--- config.mk ---
export PLATFORM = sky130hd
export DESIGN_NAME = rob_inorder_commit
export DESIGN_NICKNAME = d
export VERILOG_FILES = /design/src/rtl/rob_pkg.sv /design/src/rtl/rob_rst_sync.sv /design/src/rtl/rob_ptr_ctl.sv /design/src/rtl/rob_age_mask.sv /design/src/rtl/rob_entry_array.sv /design/src/rtl/rob_inorder_commit.sv
export SDC_FILE = /design/constraint.sdc
export NUM_CORES = 1
export LEC_CHECK = 0
export CAP_MARGIN = 10
export CORE_ASPECT_RATIO = 2
export CORE_MARGIN = 5
export CORE_UTILIZATION = 55
export DETAILED_ROUTE_END_ITERATION = 16
export PLACE_DENSITY_LB_ADDON = 0.25
export SYNTH_ARGS = -nofsm -noshare
export SYNTH_HDL_FRONTEND = slang
export SYNTH_SLANG_ARGS = --single-unit
--- constraint.sdc ---
create_clock -name clk -period 6.3 [get_ports clk]
set_input_delay 1.575 -clock clk [delete_from_list [all_inputs] [get_ports clk]]
set_output_delay 1.575 -clock clk [all_outputs]
set_load 0.005 [all_outputs]
--- src/rtl/rob_pkg.sv ---
`timescale 1ns/1ps
package rob_pkg;

  // What the oldest entry does this cycle.
  typedef enum logic [1:0] {
    HEAD_WAIT   = 2'd0,
    HEAD_RETIRE = 2'd1,
    HEAD_TRAP   = 2'd2
  } head_act_e;

endpackage

--- src/rtl/rob_rst_sync.sv ---
`timescale 1ns/1ps
module rob_rst_sync (
  input  logic clk,
  input  logic rst_n,
  output logic rst_sync_n
);

  logic meta_q;
  logic sync_q;

  always_ff @(posedge clk or negedge rst_n) begin
    if (!rst_n) begin
      meta_q <= 1'b0;
      sync_q <= 1'b0;
    end else begin
      meta_q <= 1'b1;
      sync_q <= meta_q;
    end
  end

  assign rst_sync_n = sync_q;

endmodule

--- src/rtl/rob_ptr_ctl.sv ---
`timescale 1ns/1ps
module rob_ptr_ctl #(
  parameter int DEPTH = 6,
  parameter int IDX_W = 3
) (
  input  logic             clk,
  input  logic             rst_n,
  input  logic             push,
  input  logic             pop,
  input  logic             clear,
  input  logic             redirect,
  input  logic [IDX_W-1:0] redirect_idx,
  output logic [IDX_W-1:0] head_idx,
  output logic [IDX_W-1:0] tail_idx,
  output logic             full
);

  localparam logic [IDX_W-1:0] LAST = IDX_W'(DEPTH - 1);
  localparam logic [IDX_W-1:0] ONE  = IDX_W'(1);

  // Pointer layout: {wrap, index}
  logic [IDX_W:0] head_q, head_n;
  logic [IDX_W:0] tail_q, tail_n;
  logic           ptr_en;
  logic           empty;
  logic           redir_wrap;

  function automatic logic [IDX_W:0] ptr_inc(input logic [IDX_W:0] p);
    if (p[IDX_W-1:0] == LAST) return {~p[IDX_W], {IDX_W{1'b0}}};
    else                      return {p[IDX_W], p[IDX_W-1:0] + ONE};
  endfunction

  // A tag at or past the head index lies in the head's lap, else in the next.
  assign redir_wrap = (redirect_idx >= head_q[IDX_W-1:0]) ? head_q[IDX_W] : ~head_q[IDX_W];

  always_comb begin
    head_n = head_q;
    tail_n = tail_q;
    if (pop)      head_n = ptr_inc(head_q);
    if (push)     tail_n = ptr_inc(tail_q);
    if (redirect) tail_n = ptr_inc({redir_wrap, redirect_idx});
    if (clear) begin
      head_n = '0;
      tail_n = '0;
    end
  end

  assign ptr_en = push | pop | clear | redirect;

  always_ff @(posedge clk or negedge rst_n) begin
    if (!rst_n) begin
      head_q <= '0;
      tail_q <= '0;
    end else if (ptr_en) begin
      head_q <= head_n;
      tail_q <= tail_n;
    end
  end

  assign head_idx = head_q[IDX_W-1:0];
  assign tail_idx = tail_q[IDX_W-1:0];
  assign full     = (head_q[IDX_W-1:0] == tail_q[IDX_W-1:0]) && (head_q[IDX_W] != tail_q[IDX_W]);
  assign empty    = (head_q == tail_q);

  // the control never pushes into a full ring
  p_no_push_full_r3: assert property (@(posedge clk) disable iff (!rst_n)
    push |-> !full);

  // retirement only from a non-empty ring
  p_no_pop_empty_r4: assert property (@(posedge clk) disable iff (!rst_n)
    pop |-> !empty);

  // after a flush the tail sits right behind the branch
  p_redirect_tail_r8: assert property (@(posedge clk) disable iff (!rst_n)
    redirect |=> (tail_idx == (($past(redirect_idx) == LAST) ? '0 : $past(redirect_idx) + ONE)));

endmodule

--- src/rtl/rob_age_mask.sv ---
`timescale 1ns/1ps
module rob_age_mask #(
  parameter int DEPTH = 6,
  parameter int IDX_W = 3
) (
  input  logic             en,
  input  logic [IDX_W-1:0] head_idx,
  input  logic [IDX_W-1:0] pivot_idx,
  input  logic [DEPTH-1:0] valid_vec,
  output logic [DEPTH-1:0] younger
);

  localparam logic [IDX_W:0] DEPTH_P = (IDX_W+1)'(DEPTH);

  // Distance of an index from the head in program order.
  function automatic logic [IDX_W:0] age_of(input logic [IDX_W-1:0] i,
                                            input logic [IDX_W-1:0] h);
    if (i >= h) return {1'b0, i - h};
    else        return {1'b0, i} + DEPTH_P - {1'b0, h};
  endfunction

  logic [IDX_W:0] pivot_age;
  assign pivot_age = age_of(pivot_idx, head_idx);

  for (genvar g = 0; g < DEPTH; g++) begin : g_cmp
    localparam logic [IDX_W-1:0] IDX = IDX_W'(g);
    assign younger[g] = en && valid_vec[g] && (age_of(IDX, head_idx) > pivot_age);
  end

endmodule

--- src/rtl/rob_entry_array.sv ---
`timescale 1ns/1ps
module rob_entry_array #(
  parameter int DEPTH  = 6,
  parameter int IDX_W  = 3,
  parameter int REG_W  = 5,
  parameter int DATA_W = 32,
  parameter int PC_W   = 32
) (
  input  logic              clk,
  input  logic              rst_n,
  input  logic              clear,
  input  logic              alloc_we,
  input  logic [IDX_W-1:0]  alloc_idx,
  input  logic [REG_W-1:0]  alloc_dest,
  input  logic [PC_W-1:0]   alloc_pc,
  input  logic              wb_we,
  input  logic [IDX_W-1:0]  wb_idx,
  input  logic [DATA_W-1:0] wb_data,
  input  logic              wb_exc,
  input  logic [DEPTH-1:0]  kill_mask,
  input  logic              retire_we,
  input  logic [IDX_W-1:0]  retire_idx,
  input  logic [IDX_W-1:0]  rd_idx,
  output logic [DEPTH-1:0]  valid_vec,
  output logic [DEPTH-1:0]  done_vec,
  output logic              rd_exc,
  output logic [REG_W-1:0]  rd_dest,
  output logic [DATA_W-1:0] rd_data,
  output logic [PC_W-1:0]   rd_pc
);

  logic [DEPTH-1:0]  exc_vec;
  logic [REG_W-1:0]  dest_arr [DEPTH];
  logic [DATA_W-1:0] data_arr [DEPTH];
  logic [PC_W-1:0]   pc_arr   [DEPTH];

  for (genvar g = 0; g < DEPTH; g++) begin : g_ent
    localparam logic [IDX_W-1:0] IDX = IDX_W'(g);

    logic              v_q, v_n;
    logic              d_q, d_n;
    logic              x_q, x_n;
    logic [REG_W-1:0]  dest_q;
    logic [DATA_W-1:0] data_q;
    logic [PC_W-1:0]   pc_q;
    logic              sel_alloc, sel_wb, sel_drop;

    assign sel_alloc = alloc_we && (alloc_idx == IDX);
    assign sel_wb    = wb_we && (wb_idx == IDX);
    assign sel_drop  = clear || kill_mask[g] || (retire_we && (retire_idx == IDX));

    always_comb begin
      v_n = v_q;
      d_n = d_q;
      x_n = x_q;
      if (sel_drop) v_n = 1'b0;
      if (sel_alloc) begin
        v_n = 1'b1;
        d_n = 1'b0;
        x_n = 1'b0;
      end else if (sel_wb) begin
        d_n = 1'b1;
        x_n = wb_exc;
      end
    end

    always_ff @(posedge clk or negedge rst_n) begin
      if (!rst_n) begin
        v_q <= 1'b0;
        d_q <= 1'b0;
        x_q <= 1'b0;
      end else begin
        v_q <= v_n;
        d_q <= d_n;
        x_q <= x_n;
      end
    end

    // Payload: loaded under enable, no reset needed
    always_ff @(posedge clk) begin
      if (sel_alloc) begin
        dest_q <= alloc_dest;
        pc_q   <= alloc_pc;
      end
    end

    always_ff @(posedge clk) begin
      if (sel_wb) data_q <= wb_data;
    end

    assign valid_vec[g] = v_q;
    assign done_vec[g]  = d_q;
    assign exc_vec[g]   = x_q;
    assign dest_arr[g]  = dest_q;
    assign data_arr[g]  = data_q;
    assign pc_arr[g]    = pc_q;
  end

  assign rd_exc  = exc_vec[rd_idx];
  assign rd_dest = dest_arr[rd_idx];
  assign rd_data = data_arr[rd_idx];
  assign rd_pc   = pc_arr[rd_idx];

  // a new instruction never lands on a live entry
  p_alloc_free_r2: assert property (@(posedge clk) disable iff (!rst_n)
    alloc_we |-> !valid_vec[alloc_idx]);

  // completion only for a live, still pending entry
  p_wb_live_r9: assert property (@(posedge clk) disable iff (!rst_n)
    wb_we |-> (valid_vec[wb_idx] && !done_vec[wb_idx]));

  // only completed live entries leave
  p_retire_done_r5: assert property (@(posedge clk) disable iff (!rst_n)
    retire_we |-> (valid_vec[retire_idx] && done_vec[retire_idx]));

endmodule

--- src/rtl/rob_inorder_commit.sv ---
`timescale 1ns/1ps
module rob_inorder_commit
  import rob_pkg::*;
#(
  parameter int DEPTH  = 6,
  parameter int REG_W  = 5,
  parameter int DATA_W = 32,
  parameter int PC_W   = 32,
  localparam int IDX_W = $clog2(DEPTH)
) (
  input  logic              clk,
  input  logic              rst_n,
  input  logic              disp_valid,
  input  logic [REG_W-1:0]  disp_dest,
  input  logic [PC_W-1:0]   disp_pc,
  output logic              disp_ready,
  output logic [IDX_W-1:0]  disp_tag,
  output logic              rob_full,
  input  logic              wb_valid,
  input  logic [IDX_W-1:0]  wb_tag,
  input  logic [DATA_W-1:0] wb_data,
  input  logic              wb_exc,
  input  logic              wb_mispred,
  output logic              rf_we,
  output logic [REG_W-1:0]  rf_waddr,
  output logic [DATA_W-1:0] rf_wdata,
  output logic              trap_req,
  output logic [PC_W-1:0]   trap_pc
);

  localparam logic [IDX_W:0] DEPTH_P = (IDX_W+1)'(DEPTH);

  logic             rst_q_n;
  logic [IDX_W-1:0] head_idx, tail_idx;
  logic             full;
  logic [DEPTH-1:0] valid_vec, done_vec, kill_mask;
  logic             head_exc;
  logic             tag_ok, wb_live, redirect;
  logic             push, pop, clear;
  head_act_e        head_act;

  rob_rst_sync u_rst (
    .clk        (clk),
    .rst_n      (rst_n),
    .rst_sync_n (rst_q_n)
  );

  // Decide what the oldest entry does
  always_comb begin
    head_act = HEAD_WAIT;
    if (valid_vec[head_idx] && done_vec[head_idx])
      head_act = head_exc ? HEAD_TRAP : HEAD_RETIRE;
  end

  assign pop   = (head_act == HEAD_RETIRE);
  assign clear = (head_act == HEAD_TRAP);

  // Writeback qualification
  assign tag_ok   = ({1'b0, wb_tag} < DEPTH_P);
  assign wb_live  = wb_valid && tag_ok && valid_vec[wb_tag] && !done_vec[wb_tag] && !clear;
  assign redirect = wb_live && wb_mispred;

  // Dispatch gating
  assign disp_ready = !full && !redirect && !clear;
  assign push       = disp_valid && disp_ready;

  rob_ptr_ctl #(.DEPTH(DEPTH), .IDX_W(IDX_W)) u_ptr (
    .clk          (clk),
    .rst_n        (rst_q_n),
    .push         (push),
    .pop          (pop),
    .clear        (clear),
    .redirect     (redirect),
    .redirect_idx (wb_tag),
    .head_idx     (head_idx),
    .tail_idx     (tail_idx),
    .full         (full)
  );

  rob_age_mask #(.DEPTH(DEPTH), .IDX_W(IDX_W)) u_age (
    .en        (redirect),
    .head_idx  (head_idx),
    .pivot_idx (wb_tag),
    .valid_vec (valid_vec),
    .younger   (kill_mask)
  );

  rob_entry_array #(
    .DEPTH(DEPTH), .IDX_W(IDX_W), .REG_W(REG_W), .DATA_W(DATA_W), .PC_W(PC_W)
  ) u_ent (
    .clk        (clk),
    .rst_n      (rst_q_n),
    .clear      (clear),
    .alloc_we   (push),
    .alloc_idx  (tail_idx),
    .alloc_dest (disp_dest),
    .alloc_pc   (disp_pc),
    .wb_we      (wb_live),
    .wb_idx     (wb_tag),
    .wb_data    (wb_data),
    .wb_exc     (wb_exc),
    .kill_mask  (kill_mask),
    .retire_we  (pop),
    .retire_idx (head_idx),
    .rd_idx     (head_idx),
    .valid_vec  (valid_vec),
    .done_vec   (done_vec),
    .rd_exc     (head_exc),
    .rd_dest    (rf_waddr),
    .rd_data    (rf_wdata),
    .rd_pc      (trap_pc)
  );

  assign rf_we    = pop;
  assign trap_req = clear;
  assign disp_tag = tail_idx;
  assign rob_full = full;

  // a trap leaves the ring empty on the next cycle
  p_trap_clears_r7: assert property (@(posedge clk) disable iff (!rst_q_n)
    trap_req |=> (!rf_we && !trap_req && (disp_tag == '0)));

endmodule

# After elaboration in Yosys (flattened, before gate mapping)
# Cells that the tools add are included.
[op_classes] n_addsub=18 order_cmp=17 n_eq_ne=19 muxes=73 n_bitwise=7 reduce_logical=79
[op_table] op="$bmux W32 S3" count=2
[op_table] op="$mux W32" count=4
[op_table] op="$mux W4" count=15
[op_table] op="$mux W1" count=42
[op_table] op="$logic_and A1 B1 Y1" count=40
[op_table] op="$reduce_bool A2 Y1" count=14
[op_table] op="$gt A4 B4 Y1" count=6
[op_table] op="$eq A3 B2 Y1 const B" count=6
[op_table] op="$eq A3 B3 Y1 const B" count=6
[op_table] op="$sub A4 B3 Y4 const A" count=4
[op_table] op="$bmux W1 S3" count=5
[op_table] op="$bmux W5 S3" count=1
[op_table] op="$logic_or A1 B1 Y1" count=12
[op_table] op="$mux W5" count=2
[op_table] op="$add A3 B1 Y3 const B" count=3
[op_table] op="$eq A3 B1 Y1 const B" count=3
[op_table] op="$logic_not A3 Y1" count=3
[op_table] op="$lt A3 B4 Y1 const B" count=2
[op_table] op="$sub A3 B3 Y4 const A" count=2
[op_table] op="$ge A1 B3 Y1 const A" count=2
[op_table] op="$ge A2 B3 Y1 const A" count=2
[op_table] op="$ge A3 B3 Y1 const A" count=2
[op_table] op="$reduce_and A3 Y1" count=2
[op_table] op="$reduce_bool A3 Y1" count=2
[op_table] op="19 further kinds" count=31
[word_totals] register_bits=442 in_bits=78 out_inout_bits=76 wordCells=255

# Depth between registers and ports, before layout
[logic_depth] ltp_word=16 depth_mapped=16 ltp_nobuf=14

# By module
# A second synthesis with hierarchy kept.
[hier_totals] cells_unflattened=1116 hier_area_um2=19189.7
[by_module_without_submodules] module="rob_entry_array" n_inst=1 cells_each=902 area_per_inst_um2=17352.9 seq_area_each_um2=12882.4
[by_module_without_submodules] module="rob_age_mask" n_inst=1 cells_each=118 area_per_inst_um2=978.4 seq_area_each_um2=0.0
[by_module_without_submodules] module="rob_ptr_ctl" n_inst=1 cells_each=65 area_per_inst_um2=571.8 seq_area_each_um2=200.2
[by_module_without_submodules] module="rob_inorder_commit" n_inst=1 cells_each=28 area_per_inst_um2=232.7 seq_area_each_um2=0.0
[by_module_without_submodules] module="rob_rst_sync" n_inst=1 cells_each=3 area_per_inst_um2=53.8 seq_area_each_um2=50.0

# Worst setup path before layout
# No wires, ideal clock.
[synth_path] kind="input to register" start="input port wb_tag[0]" end="register u_ent.g_ent[5].dest_q[0], enable pin" setup_time_ns=0.483 arrival_ns=5.168 t_required_ns=5.817 slack_ns=0.648 cell_stages=6 path_buffers=1 cell_sequence="buf_2 > mux2i_1 > a22oi_1 > a22oi_2 > and3_1 > nor3_1"
[synth_via] elab_chain_len=11 word_cells_on_any_way=16 cone_classes="1 x order compare; 4 x mux; 11 x reduce/logical"
[synth_lines] element="start: declaration" line_no="rob_inorder_commit.sv:20" source="input logic [IDX_W-1:0] wb_tag,"
[synth_lines] element="$bmux W1 S3 / $lt A3 B3 Y1 (equally long branches)" line_no="rob_inorder_commit.sv:60, rob_inorder_commit.sv:59"
[synth_lines] element="$mux W1 (implied by the code) / $logic_and A1 B1 Y1 (equally long branches)" line_no="rob_inorder_commit.sv:60" source="assign wb_live = wb_valid && tag_ok && valid_vec[wb_tag] && !done_vec[wb_tag] && !clear;"
[synth_lines] element="$logic_and A1 B1 Y1 / $logic_not A1 Y1 (equally long branches)" line_no="rob_inorder_commit.sv:60"
[synth_lines] element="$logic_and A1 B1 Y1 (*) (2 in a row)" line_no="rob_inorder_commit.sv:60"
[synth_lines] element="$logic_and A1 B1 Y1 (*)" line_no="rob_inorder_commit.sv:61" source="assign redirect = wb_live && wb_mispred;"
[synth_lines] element="$logic_not A1 Y1 (*)" line_no="rob_inorder_commit.sv:64" source="assign disp_ready = !full && !redirect && !clear;"
[synth_lines] element="$logic_and A1 B1 Y1 (*) (2 in a row)" line_no="rob_inorder_commit.sv:64"
[synth_lines] element="$logic_and A1 B1 Y1 (*)" line_no="rob_inorder_commit.sv:65" source="assign push = disp_valid && disp_ready;"
[synth_lines] element="$logic_and A1 B1 Y1 (*)" line_no="rob_entry_array.sv:48" source="assign sel_alloc = alloc_we && (alloc_idx == IDX);"
[synth_lines] element="net u_ent.g_ent[5].sel_alloc" line_no="rob_entry_array.sv:46" source="logic sel_alloc, sel_wb, sel_drop;"
[synth_lines] element="end signal: assignment" line_no="rob_entry_array.sv:82" source="dest_q <= alloc_dest;"
[synth_lines] element="end: declaration" line_no="rob_entry_array.sv:43" source="logic [REG_W-1:0] dest_q;"
# The timed path passes the listed nets; every way through them passes the cells marked *. The select of a mux whose other input is x is not followed.
# A chain may end at the register's enable or synchronous reset.

# Worst setup path in the final report
[layout_path] start="input port wb_tag[0]" end="output port disp_ready"
[layout_via] elab_chain_len=9 word_cells_on_any_way=14 cone_classes="1 x order compare; 4 x mux; 9 x reduce/logical"
[layout_lines] element="$bmux W1 S3 / $lt A3 B3 Y1 (equally long branches)" line_no="rob_inorder_commit.sv:60, rob_inorder_commit.sv:59"
[layout_lines] element="$mux W1 (implied by the code) / $logic_and A1 B1 Y1 (equally long branches)" line_no="rob_inorder_commit.sv:60"
[layout_lines] element="$logic_and A1 B1 Y1 / $logic_not A1 Y1 (equally long branches)" line_no="rob_inorder_commit.sv:60"
[layout_lines] element="$logic_and A1 B1 Y1 (*) (2 in a row)" line_no="rob_inorder_commit.sv:60"
[layout_lines] element="$logic_and A1 B1 Y1 (*)" line_no="rob_inorder_commit.sv:61"
[layout_lines] element="$logic_not A1 Y1 (*)" line_no="rob_inorder_commit.sv:64"
[layout_lines] element="$logic_and A1 B1 Y1 (*) (2 in a row)" line_no="rob_inorder_commit.sv:64"
[layout_lines] element="end: declaration" line_no="rob_inorder_commit.sv:16" source="output logic disp_ready,"
# Mark *: on every way between the ends. The rest lies on a longest branch, timed or not. The select of a mux whose other input is x is not followed.

==> impl_metrics.ini <==
[run_status]
status = completed

[global_routing]
antenna_found_initial = 0
grt_max_degree = 58
grt_pass1_vias = 10594
overflow = 0
grtUsageTotal = 0.210
grt_pass1_wl_mm = 60.4

[drt]
vias = 9801
highest_layer = met4
avgRoutedWirePerCell_um = 23.2
routed_wl_mm = 38.9
vias_per_cell = 5.85
drtAntennaViolNets = 0
dr.first_iter.drc_count = 556
wl_met3_mm = 1.54
drtPass1Iterations = 5
wl_met2_mm = 22.2
wl_met1_mm = 14.1
drc_errors = 0

[timing]
tightestPinTransition_ns = 1.12
setup_viol = 0
hold_viol_final = 0
relSlewSlack = 0.256
tns_ns = 0
post-route-min-period_ns = 5.49
post-route-period-util = 0.871
max_clock_freq_mhz = 182
final-max-slew-violation-count = 0
rsz0062_at_grt = false
final.setup_skew_ns = 0.0129

[setup_path]
critPathLaunchType = input pin
endpoint = disp_ready
worst-r2r-setup-slack_ns = 1.71
crit_arrival_ns = 3.91
endpoint_kind = output port
crit_required_ns = 4.72
path_max_fanout = 12
timing.rr.end = u_ent.g_ent[0].v_q$_DFFE_PN0P_
criticalPathCategory = input pin to output port
crit_start = wb_tag[0]
rr_startpoint = u_ptr.head_q[0]$_DFFE_PN0P_
reg2regPathDepth = 14

[cts]
post-cts-setup-buffers = 0
cts.clk_slew.worst_paths_ns = 0.07
postCtsHoldBufs = 0
cts_made_buffers = 37
cts-resized-gates = 0
clk_latency_ns = 0.52
htreeDepth = 2
cts_tree = done
clockRootBuffer = clkbuf_16
cts_sinks = 442
clockBufferDepth = 3

[synthesis]
ys_async_sr_fraction = 0.0633
syn_nets = 1164
syn_area_per_cell_um2 = 17.3
synth_edf_count = 414
ys_seq_area_frac = 0.718
synth_ff_type = edfxtp_1
ys_warn_count = 0
syn_area_um2 = 18300
syn_inst = 1055
ys_ff_latch = 442
yosys.cell_types.count = 69

[final_layout]
layout-drive-gt1-share = 0.138
fillers = 2360
final_common_cell = edfxtp_1
area_growth_pct = 17.4
regArea_um2 = 13100
num-nets-final = 1327
stdcell_area_um2 = 21500
multi_input_area_um2 = 4880
antenna_cells = 0
fin_util = 0.652
most-common-layout-cells = edfxtp_1 (414), clkdlybuf4s50_1 (153), nand2_1 (103)

[placed_design]
placed_area_um2 = 20400
place_hpwl_mm = 24.5
io_buffers = 153
gp_congestion = 0.875

[power_and_ir_drop]
p_per_area_nw_per_um2 = 422
p_leak_nw = 7.30
peakVddDrop_uv = 293

[run]
drv_cap = 0

[floorplan]
dieArea_um2 = 37200
initial_core_util = 0.556
coreArea_um2 = 32900
rows = 94
pin_count = 154
chipWidth_um = 139
die_y_um = 268

[worst_hold_path]
hold_path_class = flip-flop to asynchronous set/reset pin
worst max-delay path, stage by stage:
cell and delay (ns):
clkdlybuf4s50_1 0.56, buf_4 0.27, o41ai_1 0.25, a31oi_1 0.08
buf_4 0.18, and3_1 0.23, nor3_1 0.17, clkdlybuf4s50_1 0.60
power breakdown:
part           leakage, nW  switching [mW]  internal [mW]
Clock                0.531           0.965           1.17
Combinational         2.68            1.61           1.56
Sequential            4.09           0.215           3.56
Total                 7.30            2.79           6.29
through the flow:
stage                     total power [mW]  hold slack [ns]  worst slack (ns)  std cells
after floorplan                       5.73            0.331             0.648       1055
after global placement                7.00            0.262             0.803       1611
after detailed placement              7.05            0.263             0.797       1611
after CTS                             9.18            0.260             0.792       1675
after global routing                  9.56            0.289             0.642       1675
final                                 9.07            0.250             0.810       1675
metal layers:
metal,global-route usage,vias to the layer above
li1,-,4461
met4,0.0654,0
met3,0.0290,62
met1,0.234,5054
met2,0.411,224
met5,0,-
cell families after synthesis:
logic type / count (synthesis) / synth area share
fa+ha+maj: 34 / 0.0237
xor+xnor: 19 / 0.00909
compound gates: 158 / 0.0553
other cells: 2 / 0.000410
mux: 152 / 0.132
buf+inv: 75 / 0.0181
simple gates: 173 / 0.0440
flops: 442 / 0.718
layout make-up:
class	count	share of cell area
clock buffer	48	0.0450
clock inverter	16	0.00612
inverter	22	0.00396
multi-input combinational	538	0.227
sequential	442	0.612
tap	432	0.0252
timing repair buffer	177	0.0808
worst min-delay path by stage:
stage | slack [ns] | startpoint | endpoint | cells past startpoint
after floorplan | 0.33 | u_rst.rst_sync_n$_DFF_PN0_ | u_ent.g_ent[0].d_q$_DFFE_PN0P_ | 0
after global placement | 0.26 | u_rst.rst_sync_n$_DFF_PN0_ | u_ptr.head_q[0]$_DFFE_PN0P_ | 1
after detailed placement | 0.26 | u_rst.rst_sync_n$_DFF_PN0_ | u_ptr.head_q[0]$_DFFE_PN0P_ | 1
after CTS | 0.26 | u_rst.rst_sync_n$_DFF_PN0_ | u_ent.g_ent[4].d_q$_DFFE_PN0P_ | 1
after global routing | 0.29 | u_rst.rst_sync_n$_DFF_PN0_ | u_ent.g_ent[4].v_q$_DFFE_PN0P_ | 1
final | 0.25 | u_rst.rst_sync_n$_DFF_PN0_ | u_ent.g_ent[4].d_q$_DFFE_PN0P_ | 1
sequential cells by signal, indices dropped and copies added (netlist names):
name                flops
u_ent.g_ent.d_q         6
u_ent.g_ent.data_q    192
u_ent.g_ent.dest_q     30
u_ent.g_ent.pc_q      192
u_ent.g_ent.v_q         6
u_ent.g_ent.x_q         6
u_ptr.head_q            4
u_ptr.tail_q            4
u_rst.meta_q            1
u_rst.rst_sync_n        1
synth_stat cells (3+ instances only):
cell	count	area share
and3_1	5	0.0017
buf_1	7	0.0014
a211oi_1	9	0.0037
buf_2	19	0.0052
maj3_1	3	0.0016
a21o_1	4	0.0016
o221ai_1	3	0.0014
o21ai_0	85	0.023
nor2_1	23	0.0047
a22oi_1	3	0.0012
nor2b_1	6	0.0021
o21ai_1	4	0.0011
o31ai_1	4	0.0016
and2_1	5	0.0017
buf_4	4	0.0016
nand2_1	104	0.021
inv_1	20	0.0041
dfrtp_1	28	0.038
a21oi_1	12	0.0033
nand3_1	5	0.0014
mux4_2	71	0.087
mux2i_1	79	0.043
o21a_1	4	0.0016
clkbuf_1	22	0.0045
nor3_1	5	0.0014
xor2_1	9	0.0043
edfxtp_1	414	0.68
xnor2_1	10	0.0048
a31oi_1	7	0.0024
o41ai_1	3	0.0014
ha_1	29	0.020
(Power assumes the default switching activity.)
